<file path="src/rtl/isr_pkg.sv">
package isr_pkg;
  parameter int REG_W   = 32;
  parameter int NUM_SRC = 12;
  parameter int LOW_SRC = 8;   // sources packed from bit 0 upward
  parameter int GAP_W   = 2;   // reserved hole above the low group

  typedef struct packed {
    logic load;     // test write loads status
    logic clear;    // read-clear of status
    logic capture;  // event capture enabled this cycle
    logic latchRd;  // snapshot status into read data
  } isrCtrl_t;

  function automatic int bitPos(input int src);
    return (src < LOW_SRC) ? src : src + GAP_W;
  endfunction

  function automatic logic [REG_W-1:0] expandBits(input logic [NUM_SRC-1:0] s);
    logic [REG_W-1:0] w;
    w = '0;
    for (int i = 0; i < NUM_SRC; i++) w[bitPos(i)] = s[i];
    return w;
  endfunction

  function automatic logic [NUM_SRC-1:0] compactBits(input logic [REG_W-1:0] w);
    logic [NUM_SRC-1:0] s;
    for (int i = 0; i < NUM_SRC; i++) s[i] = w[bitPos(i)];
    return s;
  endfunction
endpackage

</file>
<file path="src/rtl/isr_ctrl.sv">
module isr_ctrl
  import isr_pkg::*;
(
  input  logic     rdStrobe,
  input  logic     wrStrobe,
  output isrCtrl_t ctl
);
  // write has top priority, then event capture, then read-clear
  always_comb begin
    ctl.load    = wrStrobe;
    ctl.capture = ~wrStrobe;
    ctl.clear   = rdStrobe & ~wrStrobe;
    ctl.latchRd = rdStrobe;
  end
endmodule

</file>
<file path="src/rtl/isr_datapath.sv">
module isr_datapath
  import isr_pkg::*;
(
  input  logic               clk,
  input  logic               rstN,
  input  isrCtrl_t           ctl,
  input  logic [NUM_SRC-1:0] evtPulse,
  input  logic [NUM_SRC-1:0] maskBits,
  input  logic [REG_W-1:0]   wrData,
  output logic [REG_W-1:0]   rdData,
  output logic               irqOut
);
  logic [NUM_SRC-1:0] statusQ;
  logic [NUM_SRC-1:0] statusNext;
  logic [NUM_SRC-1:0] evtGated;

  assign evtGated = evtPulse & ~maskBits;

  always_comb begin
    statusNext = statusQ;
    if (ctl.clear)   statusNext = '0;
    if (ctl.capture) statusNext = statusNext | evtGated;
    if (ctl.load)    statusNext = compactBits(wrData);
  end

  always_ff @(posedge clk or negedge rstN) begin
    if (!rstN) begin
      statusQ <= '0;
      irqOut  <= 1'b0;
      rdData  <= '0;
    end else begin
      statusQ <= statusNext;
      irqOut  <= |statusNext;
      if (ctl.latchRd) rdData <= expandBits(statusQ);
    end
  end

  AST_MASK_BLOCKS: assert property (@(posedge clk) disable iff (!rstN)
    !ctl.load |=> ((statusQ & ~$past(statusQ) & $past(maskBits)) == '0));
  AST_WRITE_LOADS: assert property (@(posedge clk) disable iff (!rstN)
    ctl.load |=> (statusQ == compactBits($past(wrData))));
  AST_READ_CLEARS: assert property (@(posedge clk) disable iff (!rstN)
    ctl.clear |=> ((statusQ & ~$past(evtPulse & ~maskBits)) == '0));
  AST_IRQ_TRACKS: assert property (@(posedge clk) disable iff (!rstN)
    irqOut == (|statusQ));
  AST_EVENT_KEPT: assert property (@(posedge clk) disable iff (!rstN)
    ctl.capture |=> (($past(evtPulse & ~maskBits) & ~statusQ) == '0));
  AST_RD_SNAPSHOT: assert property (@(posedge clk) disable iff (!rstN)
    ctl.latchRd |=> (rdData == expandBits($past(statusQ))));
  AST_RD_HOLDS: assert property (@(posedge clk) disable iff (!rstN)
    !ctl.latchRd |=> $stable(rdData));
  AST_STICKY: assert property (@(posedge clk) disable iff (!rstN)
    (!ctl.load && !ctl.clear) |=> ((~statusQ & $past(statusQ)) == '0));
endmodule

</file>
<file path="src/rtl/irq_status_reg.sv">
module irq_status_reg
  import isr_pkg::*;
(
  input  logic               clk,
  input  logic               rstN,
  input  logic [NUM_SRC-1:0] evtPulse,
  input  logic [NUM_SRC-1:0] maskBits,
  input  logic               rdStrobe,
  input  logic               wrStrobe,
  input  logic [REG_W-1:0]   wrData,
  output logic [REG_W-1:0]   rdData,
  output logic               irqOut
);
  isrCtrl_t ctl;

  isr_ctrl u_ctrl (
    .rdStrobe (rdStrobe),
    .wrStrobe (wrStrobe),
    .ctl      (ctl)
  );

  isr_datapath u_dp (
    .clk      (clk),
    .rstN     (rstN),
    .ctl      (ctl),
    .evtPulse (evtPulse),
    .maskBits (maskBits),
    .wrData   (wrData),
    .rdData   (rdData),
    .irqOut   (irqOut)
  );
endmodule

</file>
<file path="config.mk">
export PLATFORM = sky130hd
export DESIGN_NAME = irq_status_reg
export DESIGN_NICKNAME = d
export VERILOG_FILES = /design/src/rtl/isr_pkg.sv /design/src/rtl/isr_ctrl.sv /design/src/rtl/isr_datapath.sv /design/src/rtl/irq_status_reg.sv
export SDC_FILE = /design/constraint.sdc
export NUM_CORES = 1
export LEC_CHECK = 0
export BUFFER_PORTS_ARGS = -buffer_cell sky130_fd_sc_hd__buf_2
export CAP_MARGIN = 20
export CORE_AREA = 2 2 61 63
export DETAILED_ROUTE_END_ITERATION = 8
export DIE_AREA = 0 0 63 65
export MAX_ROUTING_LAYER = met4
export PLACE_DENSITY = 0.75
export SLEW_MARGIN = 30
export SYNTH_ARGS = -nofsm -noshare
export SYNTH_HDL_FRONTEND = slang
export SYNTH_SLANG_ARGS = --single-unit
</file>
<file path="constraint.sdc">
create_clock -name clk -period 2.3 [get_ports clk]
set_input_delay 0.575 -clock clk [delete_from_list [all_inputs] [get_ports clk]]
set_output_delay 0.575 -clock clk [all_outputs]
set_load 0.05 [all_outputs]
</file>
==> results of run 1 <==
==> layout make-up <==
type	instances	area [sq um]	share of cell area, %
Inverter	5	18.77	1.191
Tap cell	48	60.06	3.813
Sequential cell	25	625.6	39.71
Clock buffer	4	26.28	1.668
Timing Repair Buffer	56	290.3	18.43
Multi-Input combinational cell	83	554.3	35.19
==> cells by family (layout without fill, tap and decap cells) <==
| family | Yosys count | count (layout) | synth area share [%] |
|---|---|---|---|
| buffers and inverters | 29 | 65 | 14.81 |
| flip-flops | 25 | 25 | 48.08 |
| multiplexers | 12 | 12 | 10.38 |
| other | 1 | 20 | 0.2882 |
| AO/OA/AOI/OAI | 16 | 16 | 9.615 |
| AND/OR/NAND/NOR | 35 | 35 | 16.83 |
==> where the power goes <==
part | internal, uW | switching (uW) | total [uW]
clock | 67.5 | 117 | 185
sequential | 488 | 21.2 | 509
combinational | 96.3 | 249 | 345
==> layout by cell type (no fill, tap or decap) <==
cell type  instances
or4b_1             1
or4_1              1
a22oi_1            2
conb_1            20
nor4_1             1
o21ai_0            2
mux2_1            12
dfrtp_1           25
o211ai_1           2
buf_2             52
clkbuf_4           3
nand2b_1          10
clkbuf_1           1
o31ai_1            2
nand2_1            2
inv_1              5
o31a_1             8
nor2b_1           20
buf_4              4
==> worst max-delay path: stages (launching register included) <==
cell and delay [ns]:
dfrtp_1 0.39, nor2b_1 0.13, o31a_1 0.25, or4_1 0.51, or4b_1 0.52
==> worst max-delay path by stage <==
stage / from / endpoint / cells past startpoint
floorplan: evtPulse[10] / u_dp.irqOut$_DFF_PN0_ / 4
global placement: wrStrobe / u_dp.irqOut$_DFF_PN0_ / 4
detailed placement: wrStrobe / u_dp.irqOut$_DFF_PN0_ / 4
CTS: u_dp.statusQ[10]$_DFF_PN0_ / u_dp.irqOut$_DFF_PN0_ / 4
global route: u_dp.statusQ[10]$_DFF_PN0_ / u_dp.irqOut$_DFF_PN0_ / 4
finish: u_dp.statusQ[10]$_DFF_PN0_ / u_dp.irqOut$_DFF_PN0_ / 4
==> metal layers <==
layer	global-route usage [%]	wire length, um	vias up
li1	-	-	466
met1	14.68	998	444
met2	22.74	1180	31
met3	0.5208	93	2
met4	5.833	27	0
met5	-	0	-
==> cell usage after synthesis <==
library cell / instances / area [sq um]
nor4_1: 1 / 6.260
a22oi_1: 2 / 15.01
o31a_1: 8 / 70.07
nor2b_1: 20 / 125.1
or4_1: 1 / 7.510
buf_1: 1 / 3.750
dfrtp_1: 25 / 625.6
buf_2: 1 / 5.000
conb_1: 1 / 3.750
o21ai_0: 2 / 10.01
clkbuf_1: 1 / 3.750
o211ai_1: 2 / 15.01
o31ai_1: 2 / 15.01
nand2_1: 2 / 7.510
buf_4: 20 / 150.1
mux2_1: 12 / 135.1
inv_1: 5 / 18.77
buf_6: 1 / 11.26
nand2b_1: 10 / 62.56
or4b_1: 1 / 10.01
==> sequential cells by signal, indices dropped and copies added (netlist names) <==
register and count:
u_dp.statusQ 12, u_dp.rdData 12, u_dp.irqOut 1
==> stage by stage <==
stage	hold WS [ns]	instance area [sq um]
after floorplan	0.2794	1373
after global placement	0.4604	1549
after detailed placement	0.4690	1549
after CTS	0.2360	1575
after global routing	0.2623	1575
final	0.2292	1575
==> impl_metrics.toml, run 1 <==
[floorplanning]
rows = 22
io-pin-count = 93
initial_utilization_pct = 37.22
die_h_um = 65
dieArea_sq_um = 4095
core_sq_um = 3496
die_w_um = 63

[grt]
antenna_found_initial = 0
grt_usage_pct = 12.64
grt_pass1_vias = 942
grt_pass1_wl_mm = 4.022
overflow = 0
grt_max_degree = 26

[pwr]
power_leakage_uw = 0.0007648
finalPower_uw = 1039
power_density_nw_per_um2 = 659.5
ir_drop_uv = 257.3

[drt]
drc = 0
drt_wl_total_mm = 2.299
drtIter0Drc = 21
avgViaCountPerCell = 4.267
vias = 943
route.detailed.wl_per_inst_um = 10.40
postRouteAntennaNets = 0
drt-pass1-iter-count = 4

[timing]
finalWorstSetupSlack_ns = 0.3897
relSlewSlack_pct = 64.65
fmax_mhz = 523.5
tightest_slew_ns = 0.5302
rsz0062_at_grt = "false"
final.min_clock_period_ns = 1.910
setup_tns_ns = 0
setup_viol = 0
finClkSkew_ns = 0.002056
finalCritPeriodShare_pct = 83.06
drv_slew = 0
finalHoldViolations = 0

[run]
drv_cap = 0

[finish]
final_util_pct = 45.06
diodes = 0
drive_gt1_share_pct = 34.10
nFillCells = 356
nets = 234
area_growth_syn_to_layout_pct = 21.06
stdcell_count = 221

[cts]
post_cts_resized = 0
clock_path_buffers = 2
ctsHoldBuffers = 0
clkLatencyLatePin_ns = 0.30
post_cts_buffers = 0
h-tree-depth = 1
cts_tree = "built"
cts.sinks = 25
clkTransAtPathRegs_ns = 0.12
cts_buffers = 3
cts_root_buffer = "clkbuf_4"

[worst_setup_path]
reg2reg_depth = 4
path_class = "reg -> reg"
cp-end-kind = "register"
r2r_start = "u_dp.statusQ[10]$_DFF_PN0_"
r2r_slack_ns = 0.39
critPathMaxFanout = 2
cp.arrival_ns = 2.10
cp.required_ns = 2.49
start_kind = "register"
r2r_end = "u_dp.irqOut$_DFF_PN0_"

[synth]
synth-seq-cells = 25
netlist_area_sq_um = 1301
synth-warning-count = 0
synth_sequential_area_ratio_pct = 48.08
synth_area_per_cell_sq_um = 11.03
syn_inst = 118
synthDistinctLibCells = 20

[place]
routabilityCongestion = 0.7127
post-dp-hpwl_mm = 1.889
port_buffers = 52
dp_cells = 217
dpl_worst_slack_ns = 0.05512

[run_status]
outcome = "finished clean"

[min_path]
hp-class = "in -> async"
Note: power is estimated with default switching activity, not from simulation.
==> inputs of run 2 (changes only) <==
==> constraint.sdc (replaced) <==
create_clock -name clk -period 1.9 [get_ports clk]
set_input_delay 0.475 -clock clk [delete_from_list [all_inputs] [get_ports clk]]
set_output_delay 0.475 -clock clk [all_outputs]
set_load 0.05 [all_outputs]
==> run 2 against run 1 <==
Non-clock buffer count up 2. Sequential share of layout area down 0.41 points. Die area unchanged. First-iteration DRC count down 29%. Total power up 22%. Critical endpoint unchanged. Largest power group unchanged.
==> impl_metrics.toml, run 2 (synthesized netlist as in run 1, its figures left out) <==
[timing]
finalWorstSetupSlack_ns = 0.02652
drv_slew = 0
rsz0062_at_grt = "true"
fmax_mhz = 533.8
finalHoldViolations = 0
relSlewSlack_pct = 63.91
setup_viol = 0
finalCritPeriodShare_pct = 98.60
setup_tns_ns = 0
final.min_clock_period_ns = 1.873
finClkSkew_ns = 0.009362
tightest_slew_ns = 0.5414

[grt]
overflow = 0
grt_max_degree = 26
antenna_found_initial = 0
grt_usage_pct = 11.61
grt_pass1_wl_mm = 3.684
grt_pass1_vias = 904

[pwr]
ir_drop_uv = 221.1
power_leakage_uw = 0.0007771
combPwrFrac_pct = 33.3
p_clk_share_pct = 18.1
power_density_nw_per_um2 = 795.4
p_int_uw = 790.0
power_frac_seq_pct = 48.6
p_switching_uw = 475.9
sw_frac_of_total_pct = 37.59

[cts]
cts_buffers = 3
post_cts_resized = 0
cts_root_buffer = "clkbuf_4"
clkLatencyLatePin_ns = 0.31
ctsHoldBuffers = 0
clock_path_buffers = 2
cts_tree = "built"
cts.sinks = 25
h-tree-depth = 1
clkTransAtPathRegs_ns = 0.14

[drt]
vias = 922
avgViaCountPerCell = 4.135
postRouteAntennaNets = 0
drt-pass1-iter-count = 4
route.detailed.wl_per_inst_um = 10.15
drc = 0
drt_wl_total_mm = 2.263
drtIter0Drc = 15

[floorplanning]
die_h_um = 65
initial_utilization_pct = 37.22
die_w_um = 63
io-pin-count = 93
rows = 22
core_sq_um = 3496
dieArea_sq_um = 4095

[place]
post-dp-hpwl_mm = 1.837
dp_cells = 219
dpl_worst_slack_ns = -0.2345
port_buffers = 52
routabilityCongestion = 0.7295

[worst_setup_path]
cp.arrival_ns = 2.08
critPathMaxFanout = 2
path_class = "reg -> reg"
cp-end-kind = "register"
start_kind = "register"
cp.required_ns = 2.10

[finish]
reg_top3 = "u_dp.rdData (12), u_dp.statusQ (12), u_dp.irqOut (1)"
layout_commonest_cell = "buf_2"
diodes = 0
final_cell_mix = "52 x buf_2, 25 x dfrtp_1, 20 x nor2b_1, 20 x conb_1, 12 x mux2_1"
final_util_pct = 45.53
area_growth_syn_to_layout_pct = 22.31
stdcell_count = 223
drive_gt1_share_pct = 35.43
nets = 236

[run]
drv_cap = 0

[run_status]
outcome = "finished clean"

[min_path]
hp-class = "in -> async"
[run 2: power groups by stage]
stage	combinational (uW)	clock (uW)	sequential, uW
2_1_floorplan	214	0	752
4_1_cts	427	236	617
3_5_place_dp	425	0	627
5_1_grt	451	262	625
6_report	422	229	615
3_3_place_gp	422	0	625
[run 2: worst paths after layout]
check | from | to | slack (ns) | cells past startpoint
max in group asynchronous | rstN | u_dp.rdData[12]$_DFFE_PN0P_ | 1.41 | 1
min in group clk | wrData[6] | u_dp.statusQ[6]$_DFF_PN0_ | 0.38 | 3
setup / recovery | u_dp.statusQ[7]$_DFF_PN0_ | u_dp.irqOut$_DFF_PN0_ | 0.03 | 4
setup reg to reg | u_dp.statusQ[7]$_DFF_PN0_ | u_dp.irqOut$_DFF_PN0_ | 0.03 | 4
hold / removal | rstN | u_dp.rdData[5]$_DFFE_PN0P_ | 0.12 | 1
hold reg to reg | u_dp.rdData[2]$_DFFE_PN0P_ | u_dp.rdData[2]$_DFFE_PN0P_ | 0.49 | 1
[run 2: final cells by class]
| cell class | instances | area, sq um |
|---|---|---|
| multi-input combinational | 83 | 554.3 |
| clock inverter | 1 | 5.005 |
| timing repair buffer | 58 | 305.3 |
| tap | 48 | 60.06 |
| inverter | 5 | 18.77 |
| clock buffer | 3 | 22.52 |
| fill | 361 | 1904 |
| sequential | 25 | 625.6 |
[run 2: routing by layer]
metal	global-route usage (%)	wire length, um	up-vias
met5	-	0	-
met4	4.167	12	0
li1	-	-	470
met3	2.431	134	2
met1	12.27	1006	421
met2	21.41	1110	29
[run 2: what timing repair did]
action,4_1_cts,5_1_grt
pin swaps,1,0
endpoints found under the hold margin,0,0
setup endpoints to repair,1,1
buffers inserted,0,0
cloned,0,0
[run 2: stage by stage]
stage / hold WS (ns) / power, uW / instance area, sq um
6_report: 0.1225 / 1266 / 1592
2_1_floorplan: 0.1794 / 966.2 / 1373
3_5_place_dp: 0.4691 / 1053 / 1564
5_1_grt: 0.1573 / 1337 / 1592
4_1_cts: 0.1388 / 1280 / 1592
3_3_place_gp: 0.4640 / 1046 / 1564
[run 2: worst max-delay path, cell delays in order (launching register included)]
cell,delay [ns]
dfrtp_1,0.39
nor2b_1,0.13
o31a_1,0.30
or4_1,0.48
or4b_1,0.47
==> inputs of run 3 (changes only) <==
--- a/config.mk
+++ b/config.mk
@@ -5,13 +5,13 @@
 export SDC_FILE = /design/constraint.sdc
 export NUM_CORES = 1
 export LEC_CHECK = 0
-export BUFFER_PORTS_ARGS = -buffer_cell sky130_fd_sc_hd__buf_2
 export CAP_MARGIN = 20
-export CORE_AREA = 2 2 61 63
+export CORE_AREA = 2 2 50 52
 export DETAILED_ROUTE_END_ITERATION = 8
-export DIE_AREA = 0 0 63 65
+export DIE_AREA = 0 0 52 54
+export DONT_BUFFER_PORTS = 1
 export MAX_ROUTING_LAYER = met4
-export PLACE_DENSITY = 0.75
+export PLACE_DENSITY = 0.73
 export SLEW_MARGIN = 30
 export SYNTH_ARGS = -nofsm -noshare
 export SYNTH_HDL_FRONTEND = slang
==> run 3 against run 2 <==
Design area shrank 20%. Critical endpoint unchanged. Global-route usage grew 4.0 points. Via count shrank 20%. Highest routed layer unchanged.
==> impl_metrics.toml, run 3 (synthesized netlist as in run 1, its figures left out) <==
[run_status]
outcome = "finished clean"

[floorplanning]
io-pin-count = 93
core_sq_um = 2320
dieArea_sq_um = 2808
rows = 18
initial_utilization_pct = 56.09
die_w_um = 52
die_h_um = 54

[worst_setup_path]
start_kind = "register"
r2r_start = "u_dp.statusQ[10]$_DFF_PN0_"
path_buf_inv = 0
cp_slowest_cell = "or4_1"
cp.required_ns = 2.09
reg2reg_depth = 4
cp-end-kind = "register"
r2r_slack_ns = 0.04
cp.arrival_ns = 2.05
path_class = "reg -> reg"
critical_path.max_stage_delay_ns = 0.52
critPathMaxFanout = 2
r2r_end = "u_dp.irqOut$_DFF_PN0_"
cp_top_family = "simple AND/OR/NAND/NOR gates"
path_cells = "nor2b_1 -> o31a_1 -> or4_1 -> or4b_1"

[drt]
drt_wl_total_mm = 2.071
drtIter0Drc = 12
wl_met1_um = 838
postRouteAntennaNets = 0
wl_met2_mm = 1.038
top_layer_used = "met4"
route.detailed.wl_per_inst_um = 13.99
vias = 742
drc = 0
drt-pass1-iter-count = 3
wl_met3_um = 178
avgViaCountPerCell = 5.014

[finish]
diodes = 0
area_growth_syn_to_layout_pct = -2.596
nets = 179
nFillCells = 204
drive_gt1_share_pct = 3.390
final_area_sq_um = 1267
layout_commonest_cell = "dfrtp_1"
final_cell_mix = "25 x dfrtp_1, 20 x nor2b_1, 20 x conb_1"
reg_top3 = "u_dp.rdData (12), u_dp.statusQ (12), u_dp.irqOut (1)"

[timing]
holdWs_ns = 0.1348
relSlewSlack_pct = 64.76
finClkSkew_ns = 0.001054
fmax_mhz = 537.4
finalWorstSetupSlack_ns = 0.03926
finalCritPeriodShare_pct = 97.93
setup_viol = 0
tightest_slew_ns = 0.5286
rsz0062_at_grt = "true"
finalHoldViolations = 0
final.min_clock_period_ns = 1.861
drv_slew = 0

[min_path]
hp-class = "in -> async"

[cts]
cts_root_buffer = "clkbuf_4"
clkLatencyLatePin_ns = 0.30
cts.sinks = 25
clkTransAtPathRegs_ns = 0.12
post_cts_resized = 0
h-tree-depth = 1
cts_tree = "built"
clock_path_buffers = 2
cts_buffers = 3

[grt]
grt_max_degree = 27
grt_pass1_vias = 719
antenna_found_initial = 0
grt_usage_pct = 15.60
grt_pass1_wl_mm = 3.070
overflow = 0

[place]
post-dp-hpwl_mm = 1.556
routabilityCongestion = 0.7613
placed_area_sq_um = 1236
dpl_worst_slack_ns = -0.1189
port_buffers = 0

[run]
drv_cap = 0

[pwr]
power_leakage_uw = 0.0005471
power_density_nw_per_um2 = 917.5
ir_drop_uv = 556.6
run 3: timing repair:
item	in CTS	in global routing
pin swaps	1	0
endpoints found under the setup margin	1	1
hold buffers	1	0
hold endpoints to repair	25	0
buffers inserted	0	0
run 3: cell type report:
| class | count | area [sq um] | area share, % |
|---|---|---|---|
| repair buffers | 1 | 5.005 | 0.3949 |
| clock buffers | 4 | 26.28 | 2.073 |
| well taps | 30 | 37.54 | 2.961 |
| inverters | 5 | 18.77 | 1.481 |
| flip-flops and latches | 25 | 625.6 | 49.36 |
| multi-input cells | 83 | 554.3 | 43.73 |
run 3: per-stage QoR:
stage	std cells	total power [uW]	setup TNS [ns]	utilization, %
floorplan	137	966.2	-0.03341	-
global placement	143	937.4	-0.1081	53.29
detailed placement	143	945.4	-0.1189	53.29
CTS	148	1183	0	54.85
global route	148	1230	-0.01216	54.64
finish	148	1163	0	54.64
run 3: worst max-delay path by stage:
stage                                          start                    end  slack [ns]  cells past startpoint
final                     u_dp.statusQ[10]$_DFF_PN0_  u_dp.irqOut$_DFF_PN0_        0.04                      4
after global routing      u_dp.statusQ[10]$_DFF_PN0_  u_dp.irqOut$_DFF_PN0_       -0.01                      4
after floorplan                          evtPulse[7]  u_dp.irqOut$_DFF_PN0_       -0.03                      4
after detailed placement                 evtPulse[7]  u_dp.irqOut$_DFF_PN0_       -0.12                      4
after CTS                 u_dp.statusQ[10]$_DFF_PN0_  u_dp.irqOut$_DFF_PN0_        0.02                      4
after global placement                   evtPulse[7]  u_dp.irqOut$_DFF_PN0_       -0.11                      4
run 3: worst register-to-register path, cell delays in order, from the launching register on:
cell and delay (ns):
dfrtp_1 0.40, nor2b_1 0.13, o31a_1 0.24, or4_1 0.52
or4b_1 0.46
run 3: power breakdown:
part,internal (uW),switching (uW)
Sequential,588,161
Combinational,61.1,132
Clock,81.6,139
run 3: metal layers:
metal	vias up	GRT usage [%]
met2	28	27.64
met5	-	-
met3	2	4.444
met4	0	6.579
li1	354	-
met1	358	16.25
